<file path="config.mk">
export PLATFORM = sky130hd
export DESIGN_NAME = nor_seq
export DESIGN_NICKNAME = d
export VERILOG_FILES = /design/src/rtl/nor_seq_pkg.sv /design/src/rtl/nor_seq_check.sv /design/src/rtl/nor_seq_chunk.sv /design/src/rtl/nor_seq_erase_pick.sv /design/src/rtl/nor_seq.sv
export SDC_FILE = /design/constraint.sdc
export NUM_CORES = 1
export LEC_CHECK = 0
export BUFFER_PORTS_ARGS = -buffer_cell sky130_fd_sc_hd__buf_2
export CAP_MARGIN = 15
export CORE_MARGIN = 2
export CORE_UTILIZATION = 40
export CTS_BUF_LIST = sky130_fd_sc_hd__clkbuf_8
export CTS_CLUSTER_DIAMETER = 120
export CTS_CLUSTER_SIZE = 16
export DETAILED_ROUTE_END_ITERATION = 12
export PLACE_DENSITY = 0.67
export SYNTH_ARGS = -nofsm -noshare
export SYNTH_HDL_FRONTEND = slang
export SYNTH_SLANG_ARGS = --single-unit
</file>
<file path="constraint.sdc">
create_clock -name clk -period 3.6 [get_ports clk]
set_input_delay 0.72 -clock clk [delete_from_list [all_inputs] [get_ports clk]]
set_output_delay 0.72 -clock clk [all_outputs]
set_load 0.005 [all_outputs]
</file>
<file path="src/rtl/nor_seq_pkg.sv">
`timescale 1ns/1ps
package nor_seq_pkg;

  localparam logic [7:0] OPC_WREN  = 8'h06;
  localparam logic [7:0] OPC_WRDI  = 8'h04;
  localparam logic [7:0] OPC_RDSR  = 8'h05;
  localparam logic [7:0] OPC_WRSR  = 8'h01;
  localparam logic [7:0] OPC_QPP   = 8'h38;
  localparam logic [7:0] OPC_SE4K  = 8'h20;
  localparam logic [7:0] OPC_BE32K = 8'h52;
  localparam logic [7:0] OPC_BE64K = 8'hD8;
  localparam logic [7:0] OPC_CE    = 8'hC7;

  localparam logic [7:0] QE_STATUS = 8'h40;
  localparam int NUM_ERASE = 3;
  localparam int MIN_ERASE_LOG2 = 12;

  typedef enum logic [1:0] {
    REQ_PROG  = 2'd0,
    REQ_ERASE = 2'd1,
    REQ_INIT  = 2'd2
  } req_kind_e;

  typedef enum logic [2:0] {
    ST_IDLE, ST_PICK, ST_WEN, ST_CMD, ST_POLL, ST_WDI, ST_DONE
  } seq_state_e;

  // erase sizes, largest first (index order is the selection priority)
  function automatic int unsigned erase_log2(int idx);
    case (idx)
      0:       return 16;
      1:       return 15;
      default: return 12;
    endcase
  endfunction

  function automatic logic [7:0] erase_opc(int idx);
    case (idx)
      0:       return OPC_BE64K;
      1:       return OPC_BE32K;
      default: return OPC_SE4K;
    endcase
  endfunction

endpackage

</file>
<file path="src/rtl/nor_seq_check.sv">
`timescale 1ns/1ps
module nor_seq_check
  import nor_seq_pkg::*;
#(
  parameter int          REQ_W     = 32,
  parameter int unsigned DEV_BYTES = 32'h0100_0000
) (
  input  logic [1:0]       kind,
  input  logic [REQ_W-1:0] addr,
  input  logic [REQ_W-1:0] len,
  output logic             reject,
  output logic             empty
);
  localparam logic [REQ_W:0] DEV = (REQ_W+1)'(DEV_BYTES);
  localparam logic [REQ_W-1:0] ALIGN_MASK = REQ_W'((64'd1 << MIN_ERASE_LOG2) - 64'd1);

  logic [REQ_W:0] addr_w, len_w, room;
  logic           range_bad, align_bad, is_init, is_erase, len_zero;

  always_comb begin
    addr_w    = {1'b0, addr};
    len_w     = {1'b0, len};
    room      = DEV - addr_w;
    is_init   = (kind == REQ_INIT);
    is_erase  = (kind == REQ_ERASE);
    len_zero  = (len == '0);
    range_bad = (addr_w >= DEV) || (len_w > room);
    align_bad = is_erase && !len_zero &&
                (((addr & ALIGN_MASK) != '0) || ((len & ALIGN_MASK) != '0));
    reject    = !is_init && (range_bad || align_bad);
    empty     = !is_init && !range_bad && len_zero;
  end

endmodule

</file>
<file path="src/rtl/nor_seq_chunk.sv">
`timescale 1ns/1ps
module nor_seq_chunk #(
  parameter int PAGE_BYTES = 256,
  parameter int CW         = 25
) (
  input  logic [$clog2(PAGE_BYTES)-1:0] addr_lo,
  input  logic [CW-1:0]                 rem,
  output logic [$clog2(PAGE_BYTES):0]   chunk
);
  localparam int PW  = $clog2(PAGE_BYTES);
  localparam int XLW = PW + 1;

  logic [XLW-1:0] to_bound;

  always_comb begin
    to_bound = XLW'(PAGE_BYTES) - {1'b0, addr_lo};
    if (rem < CW'(to_bound)) chunk = XLW'(rem);
    else                     chunk = to_bound;
  end

endmodule

</file>
<file path="src/rtl/nor_seq_erase_pick.sv">
`timescale 1ns/1ps
module nor_seq_erase_pick
  import nor_seq_pkg::*;
#(
  parameter int CW = 25
) (
  input  logic [CW-1:0] addr,
  input  logic [CW-1:0] rem,
  output logic          found,
  output logic [7:0]    opc,
  output logic [CW-1:0] size
);
  logic [NUM_ERASE-1:0] fit;

  for (genvar g = 0; g < NUM_ERASE; g++) begin : g_fit
    localparam logic [CW-1:0] MASK = CW'((64'd1 << erase_log2(g)) - 64'd1);
    assign fit[g] = ((addr & MASK) == '0) && ((rem & MASK) == '0);
  end

  always_comb begin
    found = 1'b0;
    opc   = OPC_SE4K;
    size  = CW'(64'd1 << MIN_ERASE_LOG2);
    // walk smallest to largest so the largest fitting size wins
    for (int i = NUM_ERASE - 1; i >= 0; i--) begin
      if (fit[i]) begin
        found = 1'b1;
        opc   = erase_opc(i);
        size  = CW'(64'd1 << erase_log2(i));
      end
    end
  end

endmodule

</file>
<file path="src/rtl/nor_seq.sv">
`timescale 1ns/1ps
module nor_seq
  import nor_seq_pkg::*;
#(
  parameter int          PAGE_BYTES = 256,
  parameter int unsigned DEV_BYTES  = 32'h0100_0000,
  parameter int          REQ_W      = 32,
  localparam int         AW         = $clog2(DEV_BYTES),
  localparam int         CW         = AW + 1,
  localparam int         PW         = $clog2(PAGE_BYTES),
  localparam int         XLW        = PW + 1
) (
  input  logic             clk,
  input  logic             rst_n,
  input  logic             req_start,
  input  logic [1:0]       req_kind,
  input  logic [REQ_W-1:0] req_addr,
  input  logic [REQ_W-1:0] req_len,
  output logic             busy,
  output logic             done,
  output logic             err,
  output logic             xfer_req,
  output logic [7:0]       xfer_opcode,
  output logic             xfer_has_addr,
  output logic [AW-1:0]    xfer_addr,
  output logic [XLW-1:0]   xfer_len,
  output logic             xfer_read,
  output logic [7:0]       xfer_wdata,
  input  logic             xfer_ack,
  input  logic [7:0]       xfer_rdata
);

  seq_state_e     state_q, state_d;
  req_kind_e      kind_q, kind_d;
  logic [CW-1:0]  addr_q, addr_d, rem_q, rem_d, size_q, size_d;
  logic [7:0]     opc_q, opc_d;
  logic [XLW-1:0] slen_q, slen_d;
  logic           sha_q, sha_d, err_q, err_d;
  logic           ld_en;

  logic           chk_reject, chk_empty;
  logic [XLW-1:0] chunk;
  logic           er_found;
  logic [7:0]     er_opc;
  logic [CW-1:0]  er_size;
  logic           whole_dev;

  nor_seq_check #(.REQ_W(REQ_W), .DEV_BYTES(DEV_BYTES)) u_check (
    .kind(req_kind), .addr(req_addr), .len(req_len),
    .reject(chk_reject), .empty(chk_empty)
  );

  nor_seq_chunk #(.PAGE_BYTES(PAGE_BYTES), .CW(CW)) u_chunk (
    .addr_lo(addr_q[PW-1:0]), .rem(rem_q), .chunk(chunk)
  );

  nor_seq_erase_pick #(.CW(CW)) u_pick (
    .addr(addr_q), .rem(rem_q),
    .found(er_found), .opc(er_opc), .size(er_size)
  );

  assign whole_dev = (addr_q == '0) && (rem_q == CW'(DEV_BYTES));

  // next-state logic
  always_comb begin
    state_d = state_q;
    kind_d  = kind_q;
    addr_d  = addr_q;
    rem_d   = rem_q;
    size_d  = size_q;
    opc_d   = opc_q;
    slen_d  = slen_q;
    sha_d   = sha_q;
    err_d   = err_q;
    case (state_q)
      ST_IDLE: begin
        if (req_start) begin
          kind_d = req_kind_e'(req_kind);
          err_d  = 1'b0;
          if (chk_reject) begin
            err_d   = 1'b1;
            state_d = ST_DONE;
          end else if (chk_empty) begin
            state_d = ST_DONE;
          end else begin
            addr_d  = (req_kind == REQ_INIT) ? '0 : req_addr[CW-1:0];
            rem_d   = (req_kind == REQ_INIT) ? CW'(1) : req_len[CW-1:0];
            state_d = ST_PICK;
          end
        end
      end
      ST_PICK: begin
        if (rem_q == '0) begin
          state_d = (kind_q == REQ_INIT) ? ST_DONE : ST_WDI;
        end else begin
          state_d = ST_WEN;
          case (kind_q)
            REQ_PROG: begin
              opc_d = OPC_QPP; sha_d = 1'b1; slen_d = chunk; size_d = CW'(chunk);
            end
            REQ_ERASE: begin
              slen_d = '0;
              if (whole_dev) begin
                opc_d = OPC_CE; sha_d = 1'b0; size_d = rem_q;
              end else if (er_found) begin
                opc_d = er_opc; sha_d = 1'b1; size_d = er_size;
              end else begin
                err_d   = 1'b1;
                state_d = ST_WDI;
              end
            end
            default: begin
              opc_d = OPC_WRSR; sha_d = 1'b0; slen_d = XLW'(1); size_d = CW'(1);
            end
          endcase
        end
      end
      ST_WEN:  if (xfer_ack) state_d = ST_CMD;
      ST_CMD: begin
        if (xfer_ack) begin
          addr_d  = addr_q + size_q;
          rem_d   = rem_q - size_q;
          state_d = ST_POLL;
        end
      end
      ST_POLL: if (xfer_ack && !xfer_rdata[0]) state_d = ST_PICK;
      ST_WDI:  if (xfer_ack) state_d = ST_DONE;
      ST_DONE: state_d = ST_IDLE;
      default: state_d = ST_IDLE;
    endcase
  end

  assign ld_en = (state_q != state_d) || (state_q == ST_IDLE);

  // state registers
  always_ff @(posedge clk or negedge rst_n) begin
    if (!rst_n) begin
      state_q <= ST_IDLE;
      kind_q  <= REQ_PROG;
      addr_q  <= '0;
      rem_q   <= '0;
      size_q  <= '0;
      opc_q   <= '0;
      slen_q  <= '0;
      sha_q   <= 1'b0;
      err_q   <= 1'b0;
    end else if (ld_en) begin
      state_q <= state_d;
      kind_q  <= kind_d;
      addr_q  <= addr_d;
      rem_q   <= rem_d;
      size_q  <= size_d;
      opc_q   <= opc_d;
      slen_q  <= slen_d;
      sha_q   <= sha_d;
      err_q   <= err_d;
    end
  end

  // transfer interface, decoded from registered state
  always_comb begin
    xfer_req      = 1'b0;
    xfer_opcode   = 8'h00;
    xfer_has_addr = 1'b0;
    xfer_addr     = '0;
    xfer_len      = '0;
    xfer_read     = 1'b0;
    xfer_wdata    = 8'h00;
    case (state_q)
      ST_WEN: begin xfer_req = 1'b1; xfer_opcode = OPC_WREN; end
      ST_WDI: begin xfer_req = 1'b1; xfer_opcode = OPC_WRDI; end
      ST_POLL: begin
        xfer_req = 1'b1; xfer_opcode = OPC_RDSR; xfer_len = XLW'(1); xfer_read = 1'b1;
      end
      ST_CMD: begin
        xfer_req      = 1'b1;
        xfer_opcode   = opc_q;
        xfer_has_addr = sha_q;
        xfer_addr     = sha_q ? addr_q[AW-1:0] : '0;
        xfer_len      = slen_q;
        xfer_wdata    = (kind_q == REQ_INIT) ? QE_STATUS : 8'h00;
      end
      default: ;
    endcase
  end

  assign busy = (state_q != ST_IDLE);
  assign done = (state_q == ST_DONE);
  assign err  = (state_q == ST_DONE) && err_q;

endmodule

</file>
==> results.yml, run 1 <==
die:
  pin_count: 133
  core_area_um2: 22000
  die_w_um: 154
  dieArea_um2: 23700
  fp-row-count: 54
  die_y_um: 154
  start_util_pct: 41.0
final_layout:
  diodes: 0
  layout_common_cells: "buf_2, dfrtp_1, ha_1, nor2_1, nand2_1"
  layout-drive-gt1-share_pct: 24.0
  final_nets: 1459
  final_area_um2: 11300
  utilization_pct: 51.4
  final_common_cell: "buf_2"
  syn2layout_area_growth_pct: 25.1
synth:
  yosys_most_used_dff: "dfrtp_1"
  synth_top_area_cell: "dfrtp_1"
  synth_edf_count: 0
  synthSimpleGateAreaFrac_pct: 23.2
  synth.area.mux_share_pct: 2.62
  ys_top_cells_by_area: "dfrtp_1, ha_1, o21ai_0, nand2_1, nor2_1"
  synthXorXnorAreaFrac_pct: 6.22
  avgSynthCellArea_um2: 8.16
  synth-async-reset-ratio_pct: 100
  synth_top_cell_area_share_pct: 27.5
  synth-seq-area-share_pct: 27.5
  synth_top_family_by_area: "simple AND/OR/NAND/NOR gates"
  yosys_warnings: 0
  synth-seq-cells: 99
  synth_fa_ha_area_share_pct: 12.9
  netlist_area_um2: 9010
  synth_compound_area_share_pct: 22.2
  synth_cell_types: 75
  synthCells: 1104
detailed_routing:
  drt_iter0_drc: 892
  wl_met3_um: 2380
  via_per_inst: 5.82
  num_vias: 9155
  wl_met1_um: 13800
  top_layer: "met4"
  drt_wl_total_um: 29400
  avgRoutedWirePerCell_um: 18.7
  drc: 0
  first_pass_iters: 5
  met2_wirelength_um: 12800
  antenna_left: 0
outcome:
  status: "finished with violations"
  violations: "negative setup slack"
timing:
  slew_viol_final: 0
  setup_viol: 54
  hold_violations: 0
  finalCriticalPeriod_ns: 4.31
  tightest_slew_ns: 0.985
  fin_worst_skew_ns: 0.0238
  fin_crit_sh_pct: 120
  fmax_mhz: 232
  slew_headroom_pct: 34.4
  fin_setup_tns_ns: -30.32
  rsz0062_at_grt: "true"
  worst_slack_ns: -0.709
place:
  portBuffers: 118
  place.detailed.hpwl_um: 22700
  placed_area_um2: 10600
  post-place-ws_ns: -1.14
  place.gp.congestion: 0.972
global_route:
  grt_start_max_net_pins: 59
  track_usage_pct: 24.5
  grt_pass1_vias: 8761
  overflow: 0
  antenna_found_initial: 0
  grt_pass1_wl_um: 46300
clock_tree:
  clockBufferDepth: 2
  cts_made_buffers: 9
  cts_hold_buf: 0
  cts_max_level: 3
  cts_root_buf: "clkbuf_8"
  cts_tree: "done"
  cts.sinks: 99
  path_clk_slew_ns: 0.11
  clk_latency_ns: 0.40
setup_path:
  cp_num_buf_inv: 5
  slowest_stage: "or4_4"
  critical_path.top_delay_family: "simple AND/OR/NAND/NOR gates"
  startpoint_type: "primary input"
  crit_required_ns: 3.86
  crit_arrival_ns: 4.57
  critPathKind: "primary input to flop"
  crit_path_end_kind: "flop"
  critPathMaxFanout: 12
  cp_cell_sequence: "buf_6 > or4_4 > buf_6 > or3_1 > or3_1 > xnor2_1 > ha_1 > nand4_1 > buf_4 > a211oi_1 > a2111oi_2 > a31oi_2 > nor4b_4 > o21ai_4 > buf_4 > buf_12 > mux2_4"
  critPathMaxStageDelay_ns: 0.53
min_path:
  hold_path_class: "primary input to asynchronous set/reset pin"
power:
  ir_drop_v: 0.000281
  p_leak_nw: 5.54
  total_power_mw: 8.22
  powerDensity_nw_per_um2: 729
flow_run:
  drv_cap: 0
## cells by family (layout without fill, tap and decap cells)
group / count (synthesis) / in the layout
AOI/OAI and AO/OA: 308 / 308
other: 1 / 7
buffers and inverters: 110 / 294
adders and majority gates: 92 / 92
xor gates and xnor gates: 64 / 64
DFF: 99 / 99
and+or+nand+nor: 408 / 408
muxes: 22 / 22
## what timing repair did
action                                  CTS  global route
gates resized for setup                  59            36
pin swaps                                19             1
cloned                                    4             0
endpoints found under the setup margin   54            54
setup buffers                             8             4
## report_power, final
group / internal, mW / switching (mW) / leakage, nW
sequential: 1.51 / 0.519 / 1.26
clock: 0.412 / 0.421 / 0.114
combinational: 2.45 / 2.91 / 4.16
total: 4.37 / 3.85 / 5.54
## routing by layer
metal  global-route usage, %  up-vias
li1                        -     4412
met1                    35.8     4367
met2                    37.9      344
met3                    4.09       32
met4                    5.34        0
met5                       0        -
## final cells by class
cell class                 instances  area (um^2)
sequential                        99         2480
clock inverter                     6         88.8
multi-input combinational        901         6410
timing repair buffer             221         1590
clock buffer                      10          138
inverter                          57          214
tap                              280          350
fill                            2080        10700
## worst paths after layout
| path | start | end | slack (ns) | cells after the start |
|---|---|---|---|---|
| max | req_addr[17] | addr_q[16] | -0.71 | 17 |
| min | rst_n | addr_q[2] | 0.30 | 1 |
| max reg2reg | addr_q[3] | addr_q[21] | 0.25 | 11 |
| min reg2reg | opc_q[5] | opc_q[5] | 0.47 | 2 |
| max in group asynchronous | rst_n | size_q[16] | 2.56 | 2 |
| min in group clk | opc_q[5] | opc_q[5] | 0.47 | 2 |
## per-stage QoR
stage	instances	hold slack, ns
2_1_floorplan	1110	0.424
6_report	1574	0.300
4_1_cts	1571	0.328
3_5_place_dp	1543	0.463
3_3_place_gp	1543	0.457
5_1_grt	1574	0.351
## registers in the layout, summed over array words and instances (netlist names)
signal / count
err_q: 1
rem_q: 25
addr_q: 25
kind_q: 2
sha_q: 1
size_q: 25
opc_q: 8
state_q: 3
slen_q: 9
## synth_stat cells (all sizes together), types with 12 or more instances
| cell | instances |
|---|---|
| ha | 90 |
| o21ai | 90 |
| xnor2 | 37 |
| a21oi | 58 |
| a31oi | 32 |
| mux2 | 13 |
| o21a | 13 |
| a211oi | 12 |
| inv | 57 |
| clkbuf | 36 |
| nand2 | 98 |
| nand4 | 12 |
| nor3 | 36 |
| dfrtp | 99 |
| xor2 | 27 |
| nor2 | 89 |
| buf | 17 |
| a21o | 29 |
| nor4 | 22 |
| nand3 | 20 |
| nand2b | 23 |
| and2 | 17 |
| and3 | 44 |
(Power assumes the default switching activity.)
==> run 2: changes to the inputs <==
--- a/config.mk
+++ b/config.mk
@@ -5,6 +5,7 @@
 export SDC_FILE = /design/constraint.sdc
 export NUM_CORES = 1
 export LEC_CHECK = 0
+export ABC_AREA = 1
 export BUFFER_PORTS_ARGS = -buffer_cell sky130_fd_sc_hd__buf_2
 export CAP_MARGIN = 15
 export CORE_MARGIN = 2
==> run 2 against run 1 <==
The run still ends with negative setup slack left; routed wire length increased by 14%; register-to-register slack improved by 0.08 ns; first-iteration DRC count increased by 4.9%; largest cell class unchanged; die area increased by 8.1%; total power decreased by 2.7%; critical endpoint is now rem_q[5]; sequential power about the same.
==> results.yml, run 2 <==
final_layout:
  seqCellArea_um2: 2480
  layout_common_cells: "nand2_1, nor2_1, inv_1, nand3_1, buf_2"
  syn2layout_area_growth_pct: 24.7
  layout-drive-gt1-share_pct: 22.6
  final_common_cell: "nand2_1"
  multi_input_area_um2: 6810
  top_regs: "addr_q (25), rem_q (25), size_q (25)"
  final_nets: 1835
  diodes: 0
  fillers: 2480
clock_tree:
  cts_made_buffers: 9
  cts.sinks: 99
  path_clk_slew_ns: 0.11
  cts_root_buf: "clkbuf_8"
  cts_tree: "done"
  clockBufferDepth: 2
  clk_latency_ns: 0.38
  cts_max_level: 3
  cts_hold_buf: 0
synth:
  ys_top_cells_by_area: "dfrtp_1, nand2_1, ha_1, nor2_1, nand3_1"
  synth-seq-cells: 99
  avgSynthCellArea_um2: 6.66
  synth-async-reset-ratio_pct: 100
  synth-seq-area-share_pct: 25.4
  yosysMostFrequentCell: "nand2_1"
  synth.top_cells.by_count: "nand2_1, nor2_1, inv_1"
  synth_cell_types: 51
  netlist_area_um2: 9760
  synth_top_cell_area_share_pct: 25.4
  synth_top_area_cell: "dfrtp_1"
  yosys_warnings: 0
  synth_edf_count: 0
  yosys_most_used_dff: "dfrtp_1"
  synthCells: 1465
global_route:
  grt_start_max_net_pins: 70
  track_usage_pct: 26.2
  grt_pass1_vias: 10300
  overflow: 0
  antenna_found_initial: 0
  grt_pass1_wl_um: 53500
die:
  pin_count: 133
  core_area_um2: 24100
  fp-row-count: 57
  start_util_pct: 40.5
  die_w_um: 160
  dieArea_um2: 25700
  die_y_um: 160
timing:
  slew_headroom_pct: 45.2
  setup_viol: 51
  fin_crit_sh_pct: 108
  slew_viol_final: 0
  hold_slack_ns: 0.343
  fin_worst_skew_ns: 0.0147
  worst_slack_ns: -0.276
  tightest_slew_ns: 0.802
  rsz0062_at_grt: "true"
  fmax_mhz: 258
  finalCriticalPeriod_ns: 3.88
  hold_violations: 0
setup_path:
  crit_arrival_ns: 4.20
  crit_required_ns: 3.93
  critPathMaxStageDelay_ns: 0.27
  critPathLaunch: "req_addr[1]"
  regToRegStartpoint: "addr_q[0]"
  slowest_stage: "ha_1"
  ff2ff_setup_slack_ns: 0.33
  critPathMaxFanout: 7
  r2r-end: "size_q[2]"
  crit_path_end_kind: "flop"
  critPathKind: "primary input to flop"
  cp_common_cell: "nand2_1"
  worstRegToRegCells: 13
  startpoint_type: "primary input"
power:
  ir_drop_v: 0.000301
  p_leak_nw: 6.10
  total_power_mw: 8.00
  powerDensity_nw_per_um2: 658
detailed_routing:
  via_per_inst: 5.34
  avgRoutedWirePerCell_um: 16.9
  drc: 0
  first_pass_iters: 7
  antenna_left: 0
  num_vias: 10600
  drt_wl_total_um: 33600
  drt_iter0_drc: 936
outcome:
  status: "finished with violations"
  violations: "negative setup slack"
min_path:
  hold_path_class: "primary input to asynchronous set/reset pin"
place:
  portBuffers: 118
  place.detailed.hpwl_um: 26900
  place.gp.congestion: 0.977
flow_run:
  drv_cap: 0
run 2: cell count changes after synthesis, moves of 38 or more:
cell     previous run  this run
nand2_1            98       339
nand3_1            20       132
nor2_1             88       181
inv_1              57       146
and3_1             44         2
a21oi_1            58        96
run 2: how the worst max path moves through the flow:
stage                             to  slack [ns]
after floorplan           addr_q[22]       -0.23
after global placement      rem_q[3]       -0.88
final                       rem_q[5]       -0.28
after CTS                   rem_q[2]       -0.26
after global routing       addr_q[1]       -0.50
after detailed placement    rem_q[2]       -0.92
run 2: report_power, final:
| group | internal [mW] | total, mW | leakage, nW | switching [mW] |
|---|---|---|---|---|
| combinational | 2.06 | 5.29 | 4.72 | 3.24 |
| sequential | 1.48 | 2.01 | 1.30 | 0.525 |
| clock | 0.272 | 0.700 | 0.0930 | 0.428 |
| total | 3.81 | 8.00 | 6.10 | 4.19 |
run 2: per-layer routing:
metal,global-route usage [%],share of wire (%),routed length (um),vias to the layer above
met1,35.6,45,15100,4958
met2,43.8,46,15600,356
met3,3.12,6.3,2110,51
li1,-,-,-,5273
met5,0,0,0,-
met4,7.58,2.5,839,0
run 2: final cells by class:
class,instances,share of cell area [%]
Multi-Input combinational cell,1165,55.9
Sequential cell,99,20.4
Timing Repair Buffer,230,13.8
Inverter,160,5.10
Tap cell,324,3.33
Clock buffer,10,1.13
Clock inverter,6,0.350
run 2: kinds of logic (layout without fill, tap and decap cells):
| family | Yosys count | after routing | share of synthesized area [%] |
|---|---|---|---|
| other | 1 | 7 | 0.0384 |
| AOI/OAI and AO/OA | 273 | 273 | 15.8 |
| and+or+nand+nor | 737 | 737 | 32.6 |
| adders and majority gates | 92 | 92 | 12.0 |
| DFF | 99 | 99 | 25.4 |
| buffers and inverters | 207 | 406 | 9.18 |
| xor gates and xnor gates | 56 | 56 | 5.03 |
run 2: stage by stage:
step	worst slack, ns	TNS (ns)	instance area [um^2]	instances	utilization (%)
6_report	-0.276	-12.03	12200	1994	50.5
5_1_grt	-0.502	-23.50	12200	1994	50.5
4_1_cts	-0.258	-11.67	11900	1993	49.6
3_5_place_dp	-0.916	-45.70	11400	1958	47.1
3_3_place_gp	-0.878	-44.55	11400	1958	47.1
2_1_floorplan	-0.227	-11.44	9890	1471	-
run 2: what timing repair did:
| action | 4_1_cts | 5_1_grt |
|---|---|---|
| gates resized for setup | 47 | 64 |
| setup endpoints to repair | 51 | 53 |
| buffers inserted | 15 | 4 |
| pin swaps | 13 | 27 |
| cloned | 4 | 0 |
run 2: worst max-delay path, delay by kind of cell:
kind / cells / cell delay (ns)
AOI/OAI and AO/OA: 1 / 0.17
xor gates and xnor gates: 1 / 0.19
adders and majority gates: 2 / 0.40
buffers and inverters: 8 / 0.85
and+or+nand+nor: 22 / 1.85
==> run 3: changes to the inputs <==
--- a/config.mk
+++ b/config.mk
@@ -14,7 +14,8 @@
 export CTS_CLUSTER_DIAMETER = 120
 export CTS_CLUSTER_SIZE = 16
 export DETAILED_ROUTE_END_ITERATION = 12
-export PLACE_DENSITY = 0.67
+export PLACE_DENSITY = 0.68
 export SYNTH_ARGS = -nofsm -noshare
 export SYNTH_HDL_FRONTEND = slang
+export SYNTH_HIERARCHICAL = 1
 export SYNTH_SLANG_ARGS = --single-unit
==> run 3 against run 2 <==
The run still ends with negative setup slack left; synthesized cell count grew 38%; largest cell class unchanged; clock-buffer cell count fell by 1; core utilization decreased by 1.2 points; sequential power up 10%; maximum frequency decreased by 0.13%; combinational power is 38% higher; critical endpoint is now rem_q[0]; routed wire length is 29% higher; non-clock buffer count increased by 16; clock power is 22% higher; register-to-register slack gained 0.10 ns; flip-flop and latch count did not move; die area grew 20%.
==> results.yml, run 3 <==
die:
  die_y_um: 176
  fp-row-count: 62
  start_util_pct: 40.8
  pin_count: 133
  dieArea_um2: 30800
  core_area_um2: 28900
  die_w_um: 176
timing:
  fin_crit_sh_pct: 108
  fin_worst_skew_ns: 0.0150
  finalCriticalPeriod_ns: 3.88
  setup_viol: 51
  fmax_mhz: 258
  slew_viol_final: 0
  slew_headroom_pct: 27.9
  tightest_slew_ns: 1.08
  rsz0062_at_grt: "true"
  fin_setup_tns_ns: -12.17
  worst_slack_ns: -0.281
  hold_slack_ns: 0.471
  hold_violations: 0
outcome:
  status: "finished with violations"
  violations: "negative setup slack"
global_route:
  grt_start_max_net_pins: 76
  overflow: 0
  antenna_found_initial: 0
  grt_pass1_vias: 12400
  grt_pass1_wl_um: 66500
  track_usage_pct: 27.6
clock_tree:
  cts_max_level: 3
  path_clk_slew_ns: 0.12
  cts_root_buf: "clkbuf_8"
  cts_tree: "done"
  clockBufferDepth: 2
  clk_latency_ns: 0.42
  cts.sinks: 99
  cts_made_buffers: 9
detailed_routing:
  wl_met3_um: 4040
  antenna_left: 0
  drt_wl_total_um: 43500
  wl_met1_um: 19000
  via_per_inst: 5.18
  drc: 0
  num_vias: 13600
  met2_wirelength_um: 18800
  top_layer: "met4"
  avgRoutedWirePerCell_um: 16.6
  drt_iter0_drc: 1431
  first_pass_iters: 6
final_layout:
  final_cell_count_no_fill: 2619
  diodes: 0
  layout_common_cells: "nand2_1, inv_1, nor2_1, nand3_1, buf_2"
  fillers: 2979
  final_nets: 2400
  final_area_um2: 14200
  top_regs: "addr_q (25), rem_q (25), size_q (25)"
  final_common_cell: "nand2_1"
  syn2layout_area_growth_pct: 20.6
  layout-drive-gt1-share_pct: 16.6
min_path:
  hold_path_class: "primary input to asynchronous set/reset pin"
synth:
  synth-seq-cells: 99
  synth_edf_count: 0
  synth_fa_ha_area_share_pct: 9.90
  synth_compound_area_share_pct: 8.90
  synthXorXnorAreaFrac_pct: 2.74
  synthSimpleGateAreaFrac_pct: 42.6
  ys_top_cells_by_area: "dfrtp_1, nand2_1, inv_1, ha_1, nor2_1"
  synth.top_cells.by_count: "nand2_1, inv_1, nor2_1"
  yosys_most_used_dff: "dfrtp_1"
  yosys_warnings: 6
  synth_cell_types: 50
  synth.area.mux_share_pct: 0
  avgSynthCellArea_um2: 5.83
  synth_top_cell_area_share_pct: 21.0
  yosysMostFrequentCell: "nand2_1"
  synthCells: 2020
  synth-async-reset-ratio_pct: 100
  synth_top_area_cell: "dfrtp_1"
  synth-seq-area-share_pct: 21.0
  synth_top_family_by_area: "simple AND/OR/NAND/NOR gates"
  netlist_area_um2: 11800
place:
  portBuffers: 118
  dpl.cell_count: 2573
  place.detailed.hpwl_um: 33900
  place.gp.congestion: 0.984
  placed_area_um2: 13300
setup_path:
  r2r-end: "size_q[0]"
  crit_path_end_kind: "flop"
  crit_required_ns: 3.94
  critPathMaxFanout: 5
  crit_arrival_ns: 4.23
  regToRegStartpoint: "addr_q[1]"
  ff2ff_setup_slack_ns: 0.43
  startpoint_type: "primary input"
  worstRegToRegCells: 20
  critPathKind: "primary input to flop"
flow_run:
  drv_cap: 0
power:
  ir_drop_v: 0.000305
  intPower_mw: 4.47
  total_power_mw: 10.4
  swShare_pct: 57.0
  power_switching_mw: 5.92
  p_clk_share_pct: 8.2
  combPwrFrac_pct: 70.4
  p_leak_nw: 7.82
  power.share.sequential_pct: 21.4
  powerDensity_nw_per_um2: 731
-- run 3: logic make-up after synthesis --
kind of cell | count (synthesis)
AND/OR/NAND/NOR | 1181
buffers and inverters | 418
AO/OA/AOI/OAI | 192
flip-flops | 99
adder cells (fa/ha/maj) | 92
XOR/XNOR | 36
other | 2
-- run 3: timing repair --
action                                  in CTS  in global routing
endpoints found under the setup margin      50                 54
pin swaps                                   19                 27
hold buffers                                 0                  0
gates resized for setup                     40                 56
buffers inserted                            15                  9
gates cloned                                 4                  3
-- run 3: cell type report --
class                      count  area (um^2)  area share (%)
multi-input combinational   1532         7970            56.1
tap                          384          480            3.38
timing repair inverter         2         25.0           0.176
clock inverter                 7         91.3           0.643
inverter                     340         1310            9.24
clock buffer                   9          124           0.872
timing repair buffer         246         1720            12.1
sequential                    99         2480            17.4
-- run 3: how the worst max path moves through the flow --
stage	slack (ns)	to	startpoint	cells after the start
finish	-0.28	rem_q[0]	req_addr[14]	28
global route	-0.43	addr_q[24]	req_addr[2]	28
CTS	-0.16	addr_q[16]	req_addr[2]	27
detailed placement	-0.76	rem_q[18]	req_addr[1]	27
global placement	-0.66	rem_q[9]	req_addr[1]	29
floorplan	-0.04	rem_q[23]	req_addr[1]	29
-- run 3: metrics by stage --
stage | setup WS, ns | util [%]
global placement | -0.662 | 46.1
finish | -0.281 | 49.2
detailed placement | -0.756 | 46.1
floorplan | -0.0437 | -
CTS | -0.159 | 48.1
global route | -0.430 | 49.2
-- run 3: power groups by stage --
stage | Sequential [mW] | Combinational (mW) | Clock, mW
final | 2.22 | 7.31 | 0.854
after detailed placement | 2.21 | 6.85 | 0
after floorplan | 1.96 | 5.16 | 0
after CTS | 2.19 | 7.07 | 0.848
after global placement | 2.21 | 6.71 | 0
after global routing | 2.26 | 8.31 | 0.883
-- run 3: layer usage --
metal / up-vias / track usage (%)
met3: 106 / 4.44
met1: 6123 / 38.0
met5: - / 0
li1: 6694 / -
met2: 654 / 43.4
met4: 0 / 10.6
-- run 3: worst max-delay path, stage by stage --
cell and delay (ns):
buf_2 0.11, nor2_1 0.20, nand3_1 0.14, nor2_2 0.22
nand3_4 0.13, o31ai_4 0.20, nand2_1 0.10, xor2_1 0.16
ha_1 0.29, buf_4 0.13, nand2_1 0.06, o21ai_0 0.12
a21oi_2 0.16, nand2_1 0.09, nand2_1 0.06, nand2_1 0.05
nand2_1 0.07, nand2_2 0.08, nand2_2 0.09, nand2_4 0.06
nor2_4 0.10, nand2_2 0.08, a21oi_4 0.22, buf_12 0.16
buf_4 0.15, clkbuf_16 0.15, nand2_1 0.05, o21ai_0 0.06
